[src/rtl/fetch_seq_pkg.sv]
package fetch_seq_pkg;
    localparam int LEN_W = 2;
    localparam int PHASES = 2;
    localparam int CYCLES = 3;

    typedef enum logic [2:0] {
        ST_F1,
        ST_F2,
        ST_F3,
        ST_E1,
        ST_E2,
        ST_E3
    } seq_state_t;
endpackage

[src/rtl/fs_pulse_ring.sv]
module fs_pulse_ring #(
    parameter int PULSES = 8
) (
    input  logic              clk,
    input  logic              rst_n,
    input  logic              halt,
    output logic [PULSES-1:0] pulse_oh,
    output logic              slot_last
);
    localparam int PW = $clog2(PULSES);
    localparam logic [PW-1:0] LAST = PW'(PULSES - 1);

    logic [PW-1:0] slot_q;

    // Slot 0 is the only place where halt can hold the ring.
    always_ff @(posedge clk or negedge rst_n) begin
        if (!rst_n) begin
            slot_q <= '0;
        end else if (slot_q == '0 && halt) begin
            slot_q <= slot_q;
        end else if (slot_q == LAST) begin
            slot_q <= '0;
        end else begin
            slot_q <= slot_q + PW'(1);
        end
    end

    for (genvar i = 0; i < PULSES; i++) begin : g_slot
        assign pulse_oh[i] = (slot_q == PW'(i));
    end

    assign slot_last = pulse_oh[PULSES-1];
endmodule

[src/rtl/fs_cycle_fsm.sv]
module fs_cycle_fsm
    import fetch_seq_pkg::*;
(
    input  logic             clk,
    input  logic             rst_n,
    input  logic             boundary,
    input  logic [LEN_W-1:0] exec_len,
    output seq_state_t       state_q
);
    seq_state_t       state_nxt;
    logic [LEN_W-1:0] len_q;

    always_ff @(posedge clk or negedge rst_n) begin
        if (!rst_n) begin
            state_q <= ST_F1;
            len_q   <= LEN_W'(1);
        end else if (boundary) begin
            state_q <= state_nxt;
            if (state_q == ST_F3) begin
                len_q <= (exec_len == '0) ? LEN_W'(1) : exec_len;
            end
        end
    end

    always_comb begin
        unique case (state_q)
            ST_F1:   state_nxt = ST_F2;
            ST_F2:   state_nxt = ST_F3;
            ST_F3:   state_nxt = ST_E1;
            ST_E1:   state_nxt = (len_q >= LEN_W'(2)) ? ST_E2 : ST_F1;
            ST_E2:   state_nxt = (len_q == LEN_W'(3)) ? ST_E3 : ST_F1;
            ST_E3:   state_nxt = ST_F1;
            default: state_nxt = ST_F1;
        endcase
    end
endmodule

[src/rtl/fs_out_dec.sv]
module fs_out_dec
    import fetch_seq_pkg::*;
(
    input  seq_state_t        state,
    input  logic              slot_last,
    output logic [PHASES-1:0] phase_oh,
    output logic [CYCLES-1:0] cycle_oh,
    output logic              sar_load,
    output logic              opreg_load,
    output logic              reg0_write,
    output logic              rws_only
);
    always_comb begin
        phase_oh   = 2'b01;
        cycle_oh   = 3'b001;
        sar_load   = 1'b0;
        opreg_load = 1'b0;
        reg0_write = 1'b0;
        rws_only   = 1'b0;
        unique case (state)
            ST_F1: sar_load = slot_last;
            ST_F2: begin
                cycle_oh   = 3'b010;
                opreg_load = slot_last;
            end
            ST_F3: begin
                cycle_oh   = 3'b100;
                reg0_write = slot_last;
            end
            ST_E1: begin
                phase_oh = 2'b10;
                rws_only = 1'b1;
            end
            ST_E2: begin
                phase_oh = 2'b10;
                cycle_oh = 3'b010;
                rws_only = 1'b1;
            end
            ST_E3: begin
                phase_oh = 2'b10;
                cycle_oh = 3'b100;
                rws_only = 1'b1;
            end
            default: ;
        endcase
    end
endmodule

[src/rtl/fetch_seq.sv]
module fetch_seq
    import fetch_seq_pkg::*;
#(
    parameter int PULSES = 8
) (
    input  logic              clk,
    input  logic              rst_n,
    input  logic              halt,
    input  logic [1:0]        exec_len,
    output logic [PULSES-1:0] pulse_oh,
    output logic [1:0]        phase_oh,
    output logic [2:0]        cycle_oh,
    output logic              sar_load,
    output logic              opreg_load,
    output logic              reg0_write,
    output logic              rws_only
);
    logic       slot_last;
    seq_state_t state;

    fs_pulse_ring #(.PULSES(PULSES)) u_ring (
        .clk       (clk),
        .rst_n     (rst_n),
        .halt      (halt),
        .pulse_oh  (pulse_oh),
        .slot_last (slot_last)
    );

    fs_cycle_fsm u_fsm (
        .clk      (clk),
        .rst_n    (rst_n),
        .boundary (slot_last),
        .exec_len (exec_len),
        .state_q  (state)
    );

    fs_out_dec u_dec (
        .state      (state),
        .slot_last  (slot_last),
        .phase_oh   (phase_oh),
        .cycle_oh   (cycle_oh),
        .sar_load   (sar_load),
        .opreg_load (opreg_load),
        .reg0_write (reg0_write),
        .rws_only   (rws_only)
    );
endmodule

[config.mk]
export PLATFORM = sky130hd
export DESIGN_NAME = fetch_seq
export DESIGN_NICKNAME = d
export VERILOG_FILES = /design/src/rtl/fetch_seq_pkg.sv /design/src/rtl/fs_pulse_ring.sv /design/src/rtl/fs_cycle_fsm.sv /design/src/rtl/fs_out_dec.sv /design/src/rtl/fetch_seq.sv
export SDC_FILE = /design/constraint.sdc
export NUM_CORES = 1
export LEC_CHECK = 0
export BUFFER_PORTS_ARGS = -buffer_cell sky130_fd_sc_hd__buf_4
export CORE_UTILIZATION = 40
export DETAILED_ROUTE_END_ITERATION = 8
export GPL_ROUTABILITY_DRIVEN = 1
export PLACE_DENSITY = 0.66
export REMOVE_ABC_BUFFERS = 1
export SYNTH_ARGS = -nofsm -noshare
export SYNTH_HDL_FRONTEND = slang
export SYNTH_HIERARCHICAL = 1
export SYNTH_SLANG_ARGS = --single-unit
[constraint.sdc]
create_clock -name clk -period 1.9 [get_ports clk]
set_input_delay 0 -clock clk [delete_from_list [all_inputs] [get_ports clk]]
set_output_delay 0 -clock clk [all_outputs]
set_load 0.02 [all_outputs]
# Word-level counts from Yosys, hierarchy flattened
# Index checks and enable logic that the tools add are counted.
totals:
  ff_bits: 8
  latchBits: 0
  ramBits: 0
  mem_bits_ro: 0
  in_bits: 5
  out_inout_bits: 17
  word_cells: 37
  mem_count: 0
op_classes:
  add_sub_neg: 1
  multipliers: 0
  div: 0
  n_lt_le_gt_ge: 1
  n_eq_ne: 13
  shifts: 0
  mux: 11
  n_bitwise: 0
  reduce_logical: 8
op_table:
  columns: ["operator", "count"]
  rows:
  - ["equality test 3 bit, second input constant", 6]
  - ["case mux 3 bit (5 select lines)", 1]
  - ["equality test 3 x 2 -> 1 bit, second input constant", 4]
  - ["2-to-1 mux 3 bit", 3]
  - ["equality test 3 x 1 -> 1 bit, second input constant", 2]
  - ["logical NOT 3 bit", 2]
  - ["case mux 3 bit (2 select lines)", 1]
  - ["2-to-1 mux 1 bit", 4]
  - ["2-to-1 mux 2 bit", 2]
  - ["OR reduction 2 bit", 2]
  - ["adder 3 x 1 -> 3 bit, second input constant", 1]
  - ["OR reduction 3 bit", 1]
  - ["equality test 2 bit, second input constant", 1]
  - ["greater-or-equal comparator 2 bit, second input constant", 1]
  - ["logical NOT 2 bit", 1]
  - ["AND reduction 2 bit", 1]
  - ["logical AND 1 bit", 1]

# Longest topological paths before layout
# Gate-level depths: netlist of the first run.
logic_depth:
  ltp_word: 3
  mapped_depth: 5
  depth_no_buf: 5

# Hierarchy
# Netlist of the first run, hierarchy kept.
by_module_without_submodules:
  columns: ["module", "n_inst", "cells_each", "area_each_um2", "seq_area_each_um2"]
  rows:
  - ["fs_pulse_ring", 1, 25, 277.8, 75.1]
  - ["fs_cycle_fsm", 1, 22, 244.0, 126.4]
  - ["fs_out_dec", 1, 15, 150.1, 0.0]

# Worst setup path before layout of the first run
# OpenSTA, ideal clock, no wires.
synth_timing:
  path_type: "reg2reg"
  startpoint: "reg u_ring.slot_q[0]"
  endpoint: "reg u_fsm.len_q[1]"
  arrival_ps: 1410
  required_time_ps: 1775
  slack_ps: 365
  path_stages_with_launch: 5
  n_path_buf: 0
  period_less_slack_ps: 1535
  cell_sequence: "dfrtp_1 ha_1 ha_1 and4bb_4 mux2_4"
synth_via:
  elab_chain_len: 2
synth_rtl:
  columns: ["item", "line", "text"]
  rows:
  - ["start: declaration", "fs_pulse_ring.sv:13", "logic [PW-1:0] slot_q;"]
  - ["start signal: assignment", "fs_pulse_ring.sv:20", "slot_q <= slot_q;"]
  - ["start signal: assignment", "fs_pulse_ring.sv:24", "slot_q <= slot_q + PW'(1);"]
  - ["equality test 3 bit", "fs_pulse_ring.sv:29", "assign pulse_oh[i] = (slot_q == PW'(i));"]
  - ["via slot_last", "fetch_seq.sv:18", "logic slot_last;"]
  - ["AND reduction 2 bit (no line)", null, null]
  - ["end signal: assignment", "fs_cycle_fsm.sv:20", "len_q <= (exec_len == '0) ? LEN_W'(1) : exec_len;"]
  - ["end: declaration", "fs_cycle_fsm.sv:11", "logic [LEN_W-1:0] len_q;"]
# The timed path passes the listed nets, and every way through them passes these cells.
# A chain may end at the register's enable or synchronous reset.

# Worst setup path after layout of the first run
layout_timing:
  startpoint: "reg u_ring.slot_q[0]"
  endpoint: "reg u_fsm.len_q[1]"
layout_via:
  elab_chain_len: 2
layout_rtl:
  columns: ["item", "line"]
  rows:
  - ["equality test 3 bit", "fs_pulse_ring.sv:29"]
  - ["AND reduction 2 bit (no line)", null]
# No other way between the ends.

==> load_flow_metrics.sql, run 1 <==
INSERT INTO impl_metrics (metric_group, metric, value, unit) VALUES
('die', 'placeableCoreArea', '1540', 'µm²'),
('grt', 'global_route_total_overflow', '0', ''),
('sta', 'period_needed', '1.71', 'ns'),
('placement', 'finalWeightedCongestion', '0.709', ''),
('power', 'share_seq_of_total_power', '24.6', '%'),
('synthesis', 'syn_avg_cell_area', '10.8', 'µm²'),
('die', 'floorplan.die_area', '1850', 'µm²'),
('clock_tree', 'cts_inserted_buffers', '3', ''),
('clock_tree', 'cts_tree', 'built', ''),
('cells_and_area', 'flow.area_growth_from_synthesis', '31.8', '%'),
('cells_and_area', 'fin_nets', '100', ''),
('sta', 'rsz0062_at_grt', 'false', ''),
('cells_and_area', 'layout.cell_area.non_filler', '886', 'µm²'),
('detailed_routing', 'via_count', '498', ''),
('worst_setup_path', 'setup.worst_path.class', 'flip-flop to flip-flop', ''),
('detailed_routing', 'first_pass_iters', '4', ''),
('outcome', 'run_status', 'completed', ''),
('sta', 'timing.final.setup_violations', '0', ''),
('power', 'switching_share', '44.4', '%'),
('synthesis', 'yosys-top-cells-area', 'dfrtp_1 26%, ha_1 11%, mux2_4 6.7%', ''),
('hold_path', 'holdCritPathClass', 'input pin to async pin', ''),
('synthesis', 'cells_after_synth', '62', ''),
('power', 'vdd_drop_max', '1060', 'µV'),
('sta', 'final_tns_setup', '0', 'ns'),
('power', 'power_leakage', '0.478', 'nW'),
('synthesis', 'synth_sequential_area_ratio', '30.0', '%'),
('detailed_routing', 'drt.antenna.violating_nets', '0', ''),
('worst_setup_path', 'cp_max_fo', '12', ''),
('placement', 'placed_wire_length_estimate_after_detailed_placement', '874', 'µm'),
('worst_setup_path', 'worstSetupStartpointType', 'flip-flop', ''),
('run', 'cap_viol_max_count', '0', ''),
('cells_and_area', 'layout.core_utilization', '57.5', '%'),
('detailed_routing', 'first_iter_violations', '2', ''),
('detailed_routing', 'drc_errors', '0', ''),
('sta', 'fmax', '584', 'MHz'),
('die', 'die_h', '43.0', 'µm'),
('cells_and_area', 'diodes', '0', ''),
('power', 'powerDensity', '1820', 'nW/µm²'),
('grt', 'grtUsageTotal', '14.8', '%'),
('sta', 'fin_skew', '0.00441', 'ns'),
('clock_tree', 'clkSinkCount', '8', ''),
('sta', 'post-route-period-util', '90.1', '%'),
('placement', 'place.port_buffers', '21', ''),
('worst_setup_path', 'crit_required', '2.03', 'ns'),
('die', 'start_util', '43.6', '%'),
('sta', 'drv_slew', '0', ''),
('power', 'power.net_switching', '0.000714', 'W'),
('clock_tree', 'clk-insertion-delay-late', '0.25', 'ns'),
('sta', 'max-slew-margin-rel', '73.5', '%'),
('clock_tree', 'cts_resized', '0', ''),
('synthesis', 'synth_top_cell_area_share', '26.1', '%'),
('synthesis', 'netlist_area', '672', 'µm²'),
('clock_tree', 'clk_pin_slew', '0.05', 'ns'),
('cells_and_area', 'drive_gt1_share', '47.7', '%'),
('synthesis', 'synth_top_area_cell', 'dfrtp_1', ''),
('worst_setup_path', 'cp_capture_type', 'flip-flop', ''),
('die', 'die_x', '43.0', 'µm'),
('die', 'core.rowCount', '14', ''),
('detailed_routing', 'wire_per_inst', '11.1', 'µm'),
('die', 'pin_count', '22', ''),
('detailed_routing', 'avgViaCountPerCell', '4.79', ''),
('sta', 'hold_violations', '0', ''),
('synthesis', 'ys.warnings.count', '6', ''),
('clock_tree', 'cts_root_buf', 'clkbuf_4', ''),
('power', 'clock_power_share', '8.5', '%'),
('detailed_routing', 'detail_route.wirelength', '1.15', 'mm'),
('grt', 'antenna_found_initial', '0', ''),
('synthesis', 'ys_ff_latch', '8', ''),
('placement', 'place_area', '820', 'µm²'),
('worst_setup_path', 'timing.critical_path.arrival', '1.85', 'ns'),
('synthesis', 'ys_types', '31', ''),
('grt', 'grt_start_max_net_pins', '14', ''),
('grt', 'wire_length_of_the_first_global_routing_pass', '2.01', 'mm'),
('clock_tree', 'cts_htree_levels', '1', ''),
('sta', 'worst_slew_pin_slew', '0.397', 'ns'),
('power', 'p_comb_share', '67.0', '%'),
('clock_tree', 'ctsLongestPathBuffers', '2', ''),
('grt', 'grt_pass1_vias', '478', ''),
('power', 'power.internal', '0.000895', 'W');
-- registers in the layout, summed over array words and instances (netlist names) --
name / cells
u_fsm/len_q: 2
u_fsm/state_q: 3
u_ring/slot_q: 3
-- cells by family (layout without fill, tap and decap cells) --
logic type                 count (synthesis)  in the layout  synth area share (%)
muxes                                      6              6                  11.4
adders and majority gates                  6              6                  11.2
DFF                                        8              8                  30.0
xor gates and xnor gates                   2              2                  2.61
AOI/OAI and AO/OA                          8              8                  7.82
and+or+nand+nor                           21             21                  27.6
buffers and inverters                     11             37                  9.50
-- placed cells by master (no fill, tap or decap), drive strengths merged, types with 3 or more instances in the layout --
cell type	count
mux2	4
and2b	3
dlygate4sd3	4
buf	22
ha	6
clkbuf	4
inv	7
and4bb	3
and2	3
dfrtp	7
nor2	4
-- Yosys cell counts (all sizes together) --
cell type and count:
a211o 1, a21o 1, a21oi 1, a22o 1
a31oi 1, and2 3, and2b 3, and3b 1
and4bb 3, buf 4, dfrtp 7, dfstp 1
ha 6, inv 7, mux2 4, mux2i 2
nand2 1, nand2b 1, nand3b 2, nor2 4
nor2b 1, nor3 1, nor4b 1, o21ai 2
o22ai 1, xnor2 1, xor2 1
-- per-layer routing --
metal	track usage, %	part of all wire (%)
met1	18.5	50
met3	7.66	3.9
met4	3.64	0
met5	0	0
met2	22.7	46
-- per-stage QoR --
stage / instances / setup slack [ns] / power [W] / hold WS [ns]
2_1_floorplan: 58 / 0.220 / 0.00111 / -0.296
6_report: 104 / 0.189 / 0.00161 / 0.0953
3_5_place_dp: 96 / 0.195 / 0.00148 / -0.177
5_1_grt: 104 / 0.0684 / 0.00174 / 0.0975
3_3_place_gp: 96 / 0.262 / 0.00147 / -0.178
4_1_cts: 104 / 0.182 / 0.00163 / 0.0898
-- final timing paths --
kind                       slack, ns                    startpoint                      endpoint  cells past startpoint
hold / removal                   0.1                         rst_n  u_fsm/state_q[2]$_DFFE_PN0P_                      2
max in group asynchronous       1.59                         rst_n    u_fsm/len_q[0]$_DFFE_PN1P_                      2
setup reg to reg                0.19  u_ring/slot_q[0]$_DFFE_PN0N_    u_fsm/len_q[1]$_DFFE_PN0P_                      4
hold reg to reg                 0.50    u_fsm/len_q[0]$_DFFE_PN1P_    u_fsm/len_q[0]$_DFFE_PN1P_                      2
min in group clk                0.45                   exec_len[1]    u_fsm/len_q[0]$_DFFE_PN1P_                      3
setup / recovery                0.19  u_ring/slot_q[0]$_DFFE_PN0N_    u_fsm/len_q[1]$_DFFE_PN0P_                      4
-- layout make-up --
cell class	count	area [µm²]
fillers	134	656
multi-input cells	43	407
repair buffers	26	205
flip-flops and latches	8	201
clock buffers	4	26.3
inverters	7	26.3
well taps	16	20.0
-- critical path, cell delays in order (launching register included) --
cell and delay, ns:
dfrtp_1 0.41, ha_1 0.21, ha_1 0.37, and4bb_4 0.31, mux2_4 0.29
-- power groups by stage --
stage          logic, W  registers, W  clock network, W
4_1_cts         0.00109      0.000396          0.000144
6_report        0.00108      0.000395          0.000136
3_5_place_dp    0.00108      0.000400                 0
5_1_grt         0.00117      0.000422          0.000151
2_1_floorplan  0.000722      0.000383                 0
3_3_place_gp    0.00107      0.000396                 0
-- timing repair --
item                      CTS  global route
hold endpoints to repair   11             0
buffers inserted            0             0
hold buffers                4             0
Note: power is estimated with default switching activity, not from simulation.
==> inputs of run 2 (changes only) <==
--- a/config.mk
+++ b/config.mk
@@ -7,8 +7,8 @@
 export LEC_CHECK = 0
 export BUFFER_PORTS_ARGS = -buffer_cell sky130_fd_sc_hd__buf_4
 export CORE_UTILIZATION = 40
+export CTS_BUF_LIST = sky130_fd_sc_hd__clkbuf_16
 export DETAILED_ROUTE_END_ITERATION = 8
-export GPL_ROUTABILITY_DRIVEN = 1
 export PLACE_DENSITY = 0.66
 export REMOVE_ABC_BUFFERS = 1
 export SYNTH_ARGS = -nofsm -noshare
==> load_flow_metrics.sql, run 2 (synthesized netlist as in run 1, its figures left out) <==
INSERT INTO impl_metrics (metric_group, metric, value, unit) VALUES
('outcome', 'run_status', 'completed', ''),
('placement', 'placed_wire_length_estimate_after_detailed_placement', '874', 'µm'),
('worst_setup_path', 'worstSetupStartpointType', 'flip-flop', ''),
('sta', 'drv_slew', '0', ''),
('power', 'fin_total_pwr', '0.00183', 'W'),
('clock_tree', 'cts_root_buf', 'clkbuf_16', ''),
('die', 'core.rowCount', '14', ''),
('placement', 'finalWeightedCongestion', '0.709', ''),
('worst_setup_path', 'crit_required', '2.01', 'ns'),
('power', 'clock_power_share', '19.5', '%'),
('die', 'start_util', '43.6', '%'),
('sta', 'max-slew-margin-rel', '73.2', '%'),
('power', 'vdd_drop_max', '921', 'µV'),
('grt', 'grt_use_met2', '23.3', '%'),
('sta', 'hold_violations', '0', ''),
('detailed_routing', 'drc_errors', '0', ''),
('worst_setup_path', 'ff2ff_path_depth', '4', ''),
('worst_setup_path', 'reg2reg_slack', '0.20', 'ns'),
('clock_tree', 'clkSinkCount', '8', ''),
('clock_tree', 'cts_inserted_buffers', '3', ''),
('worst_setup_path', 'cp_common_cell', 'ha_1', ''),
('worst_setup_path', 'setup.worst_path.class', 'flip-flop to flip-flop', ''),
('detailed_routing', 'via_count', '505', ''),
('die', 'die_h', '43.0', 'µm'),
('cells_and_area', 'drive_gt1_share', '47.7', '%'),
('sta', 'timing.final.setup_violations', '0', ''),
('clock_tree', 'cts_htree_levels', '1', ''),
('sta', 'hold-worst-slack', '0.121', 'ns'),
('worst_setup_path', 'cp_capture_type', 'flip-flop', ''),
('grt', 'grt_pass1_vias', '485', ''),
('sta', 'post-route-period-util', '89.7', '%'),
('die', 'pin_count', '22', ''),
('cells_and_area', 'fin_nets', '100', ''),
('grt', 'use_met3', '7.66', '%'),
('clock_tree', 'post_cts.repair.setup_buffers', '0', ''),
('detailed_routing', 'detail_route.wirelength', '1.22', 'mm'),
('power', 'p_comb_share', '58.9', '%'),
('power', 'power.net_switching', '0.000744', 'W'),
('cells_and_area', 'flow.area_growth_from_synthesis', '39.7', '%'),
('grt', 'grt_start_max_net_pins', '14', ''),
('die', 'placeableCoreArea', '1540', 'µm²'),
('grt', 'global_route.peak_usage_layer', 'met2', ''),
('worst_setup_path', 'r2r-end', 'u_fsm/len_q[1]$_DFFE_PN0P_', ''),
('worst_setup_path', 'crit_end', 'u_fsm/len_q[1]$_DFFE_PN0P_', ''),
('grt', 'grtUsageTotal', '16.3', '%'),
('cells_and_area', 'diodes', '0', ''),
('grt', 'groute.layer.met1.usage', '19.9', '%'),
('detailed_routing', 'first_iter_violations', '5', ''),
('clock_tree', 'clk-insertion-delay-late', '0.23', 'ns'),
('placement', 'place.port_buffers', '21', ''),
('hold_path', 'holdCritPathClass', 'input pin to async pin', ''),
('detailed_routing', 'first_pass_iters', '3', ''),
('run', 'cap_viol_max_count', '0', ''),
('clock_tree', 'cts_tree', 'built', ''),
('power', 'power_leakage', '0.506', 'nW'),
('power', 'power.internal', '0.00109', 'W'),
('detailed_routing', 'avgViaCountPerCell', '4.86', ''),
('grt', 'wire_length_of_the_first_global_routing_pass', '2.11', 'mm'),
('worst_setup_path', 'critical_path.reg2reg.startpoint', 'u_ring/slot_q[0]$_DFFE_PN0N_', ''),
('cells_and_area', 'layout.core_utilization', '60.9', '%'),
('clock_tree', 'clk_pin_slew', '0.04', 'ns'),
('worst_setup_path', 'worstSetupStartpoint', 'u_ring/slot_q[0]$_DFFE_PN0N_', ''),
('detailed_routing', 'drt.antenna.violating_nets', '0', ''),
('grt', 'antenna_found_initial', '0', ''),
('die', 'floorplan.die_area', '1850', 'µm²'),
('power', 'switching_share', '40.6', '%'),
('worst_setup_path', 'timing.critical_path.arrival', '1.82', 'ns'),
('die', 'die_x', '43.0', 'µm'),
('worst_setup_path', 'worstPathCellList', 'ha_1, ha_1, and4bb_4, mux2_4', ''),
('clock_tree', 'ctsLongestPathBuffers', '2', ''),
('sta', 'worst_slew_pin_slew', '0.402', 'ns'),
('worst_setup_path', 'cpPeakStageDelay', '0.41', 'ns'),
('power', 'share_seq_of_total_power', '21.6', '%'),
('sta', 'fmax', '587', 'MHz'),
('cells_and_area', 'biggestRegsByFlops', 'u_fsm/state_q (3), u_ring/slot_q (3), u_fsm/len_q (2)', ''),
('sta', 'fin_skew', '0.00137', 'ns'),
('grt', 'global_route_total_overflow', '0', ''),
('placement', 'dp_cells', '96', ''),
('detailed_routing', 'wire_per_inst', '11.7', 'µm'),
('worst_setup_path', 'cp_max_fo', '12', ''),
('power', 'powerDensity', '1950', 'nW/µm²'),
('sta', 'rsz0062_at_grt', 'false', ''),
('cells_and_area', 'final_common_cell', 'buf_4', ''),
('cells_and_area', 'non_filler_instance_count_after_layout', '104', ''),
('sta', 'period_needed', '1.70', 'ns'),
('clock_tree', 'cts_resized', '0', ''),
('worst_setup_path', 'timing.critical_path.slowest_stage_cell', 'dfrtp_1', ''),
('cells_and_area', 'highest_count_cells_in_the_layout_ignoring_fill_and_taps', '22 x buf_4, 8 x inv_1, 7 x dfrtp_1', ''),
('sta', 'final_tns_setup', '0', 'ns');
==> run 2: cell types whose count changed in the layout (fill, tap and decap cells not counted) <==
| cell | previous run | this run |
|---|---|---|
| clkbuf_16 | 0 | 3 |
| clkbuf_4 | 3 | 0 |
| clkbuf_1 | 1 | 0 |
| inv_1 | 7 | 8 |
==> run 2: what timing repair did <==
item / in CTS / in global routing
endpoints found under the hold margin: 10 / 0
hold buffers: 4 / 0
setup endpoints to repair: 0 / 0
==> run 2: cell type report <==
| class | count | area, µm² |
|---|---|---|
| clock buffers | 3 | 75.1 |
| flip-flops and latches | 8 | 201 |
| inverters | 7 | 26.3 |
| repair buffers | 26 | 205 |
| clock inverters | 1 | 3.75 |
| multi-input cells | 43 | 407 |
| well taps | 16 | 20.0 |
| fillers | 130 | 603 |
==> run 2: power by group through the flow <==
| stage | clock, W | combinational, W | sequential [W] |
|---|---|---|---|
| floorplan | 0 | 0.000722 | 0.000383 |
| global placement | 0 | 0.00107 | 0.000396 |
| detailed placement | 0 | 0.00108 | 0.000400 |
| CTS | 0.000365 | 0.00109 | 0.000398 |
| global route | 0.000375 | 0.00117 | 0.000423 |
| finish | 0.000357 | 0.00108 | 0.000397 |
==> run 2: worst max-delay path, delay by kind of cell (launching register included) <==
family | cells | cell delay (ns)
adders and majority gates | 2 | 0.57
DFF | 1 | 0.41
muxes | 1 | 0.29
and+or+nand+nor | 1 | 0.31
==> run 2: how the worst min path moves through the flow <==
stage	startpoint	endpoint	slack [ns]	cells past startpoint
6_report	rst_n	u_fsm/state_q[2]$_DFFE_PN0P_	0.12	2
5_1_grt	rst_n	u_fsm/state_q[2]$_DFFE_PN0P_	0.13	2
4_1_cts	rst_n	u_fsm/state_q[2]$_DFFE_PN0P_	0.12	2
3_5_place_dp	rst_n	u_ring/slot_q[1]$_DFFE_PN0N_	-0.18	1
3_3_place_gp	rst_n	u_ring/slot_q[1]$_DFFE_PN0N_	-0.18	1
2_1_floorplan	rst_n	u_fsm/len_q[1]$_DFFE_PN0P_	-0.30	0
==> run 2: metal layers <==
layer | vias up | routed length, µm
met4 | 0 | 25
met5 | - | 0
li1 | 262 | -
met2 | 8 | 537
met1 | 231 | 605
met3 | 4 | 51
==> run 2: per-stage QoR <==
stage	cell area, µm²	worst slack [ns]
finish	938	0.196
global route	938	0.0989
CTS	938	0.188
detailed placement	820	0.195
global placement	820	0.262
floorplan	634	0.220
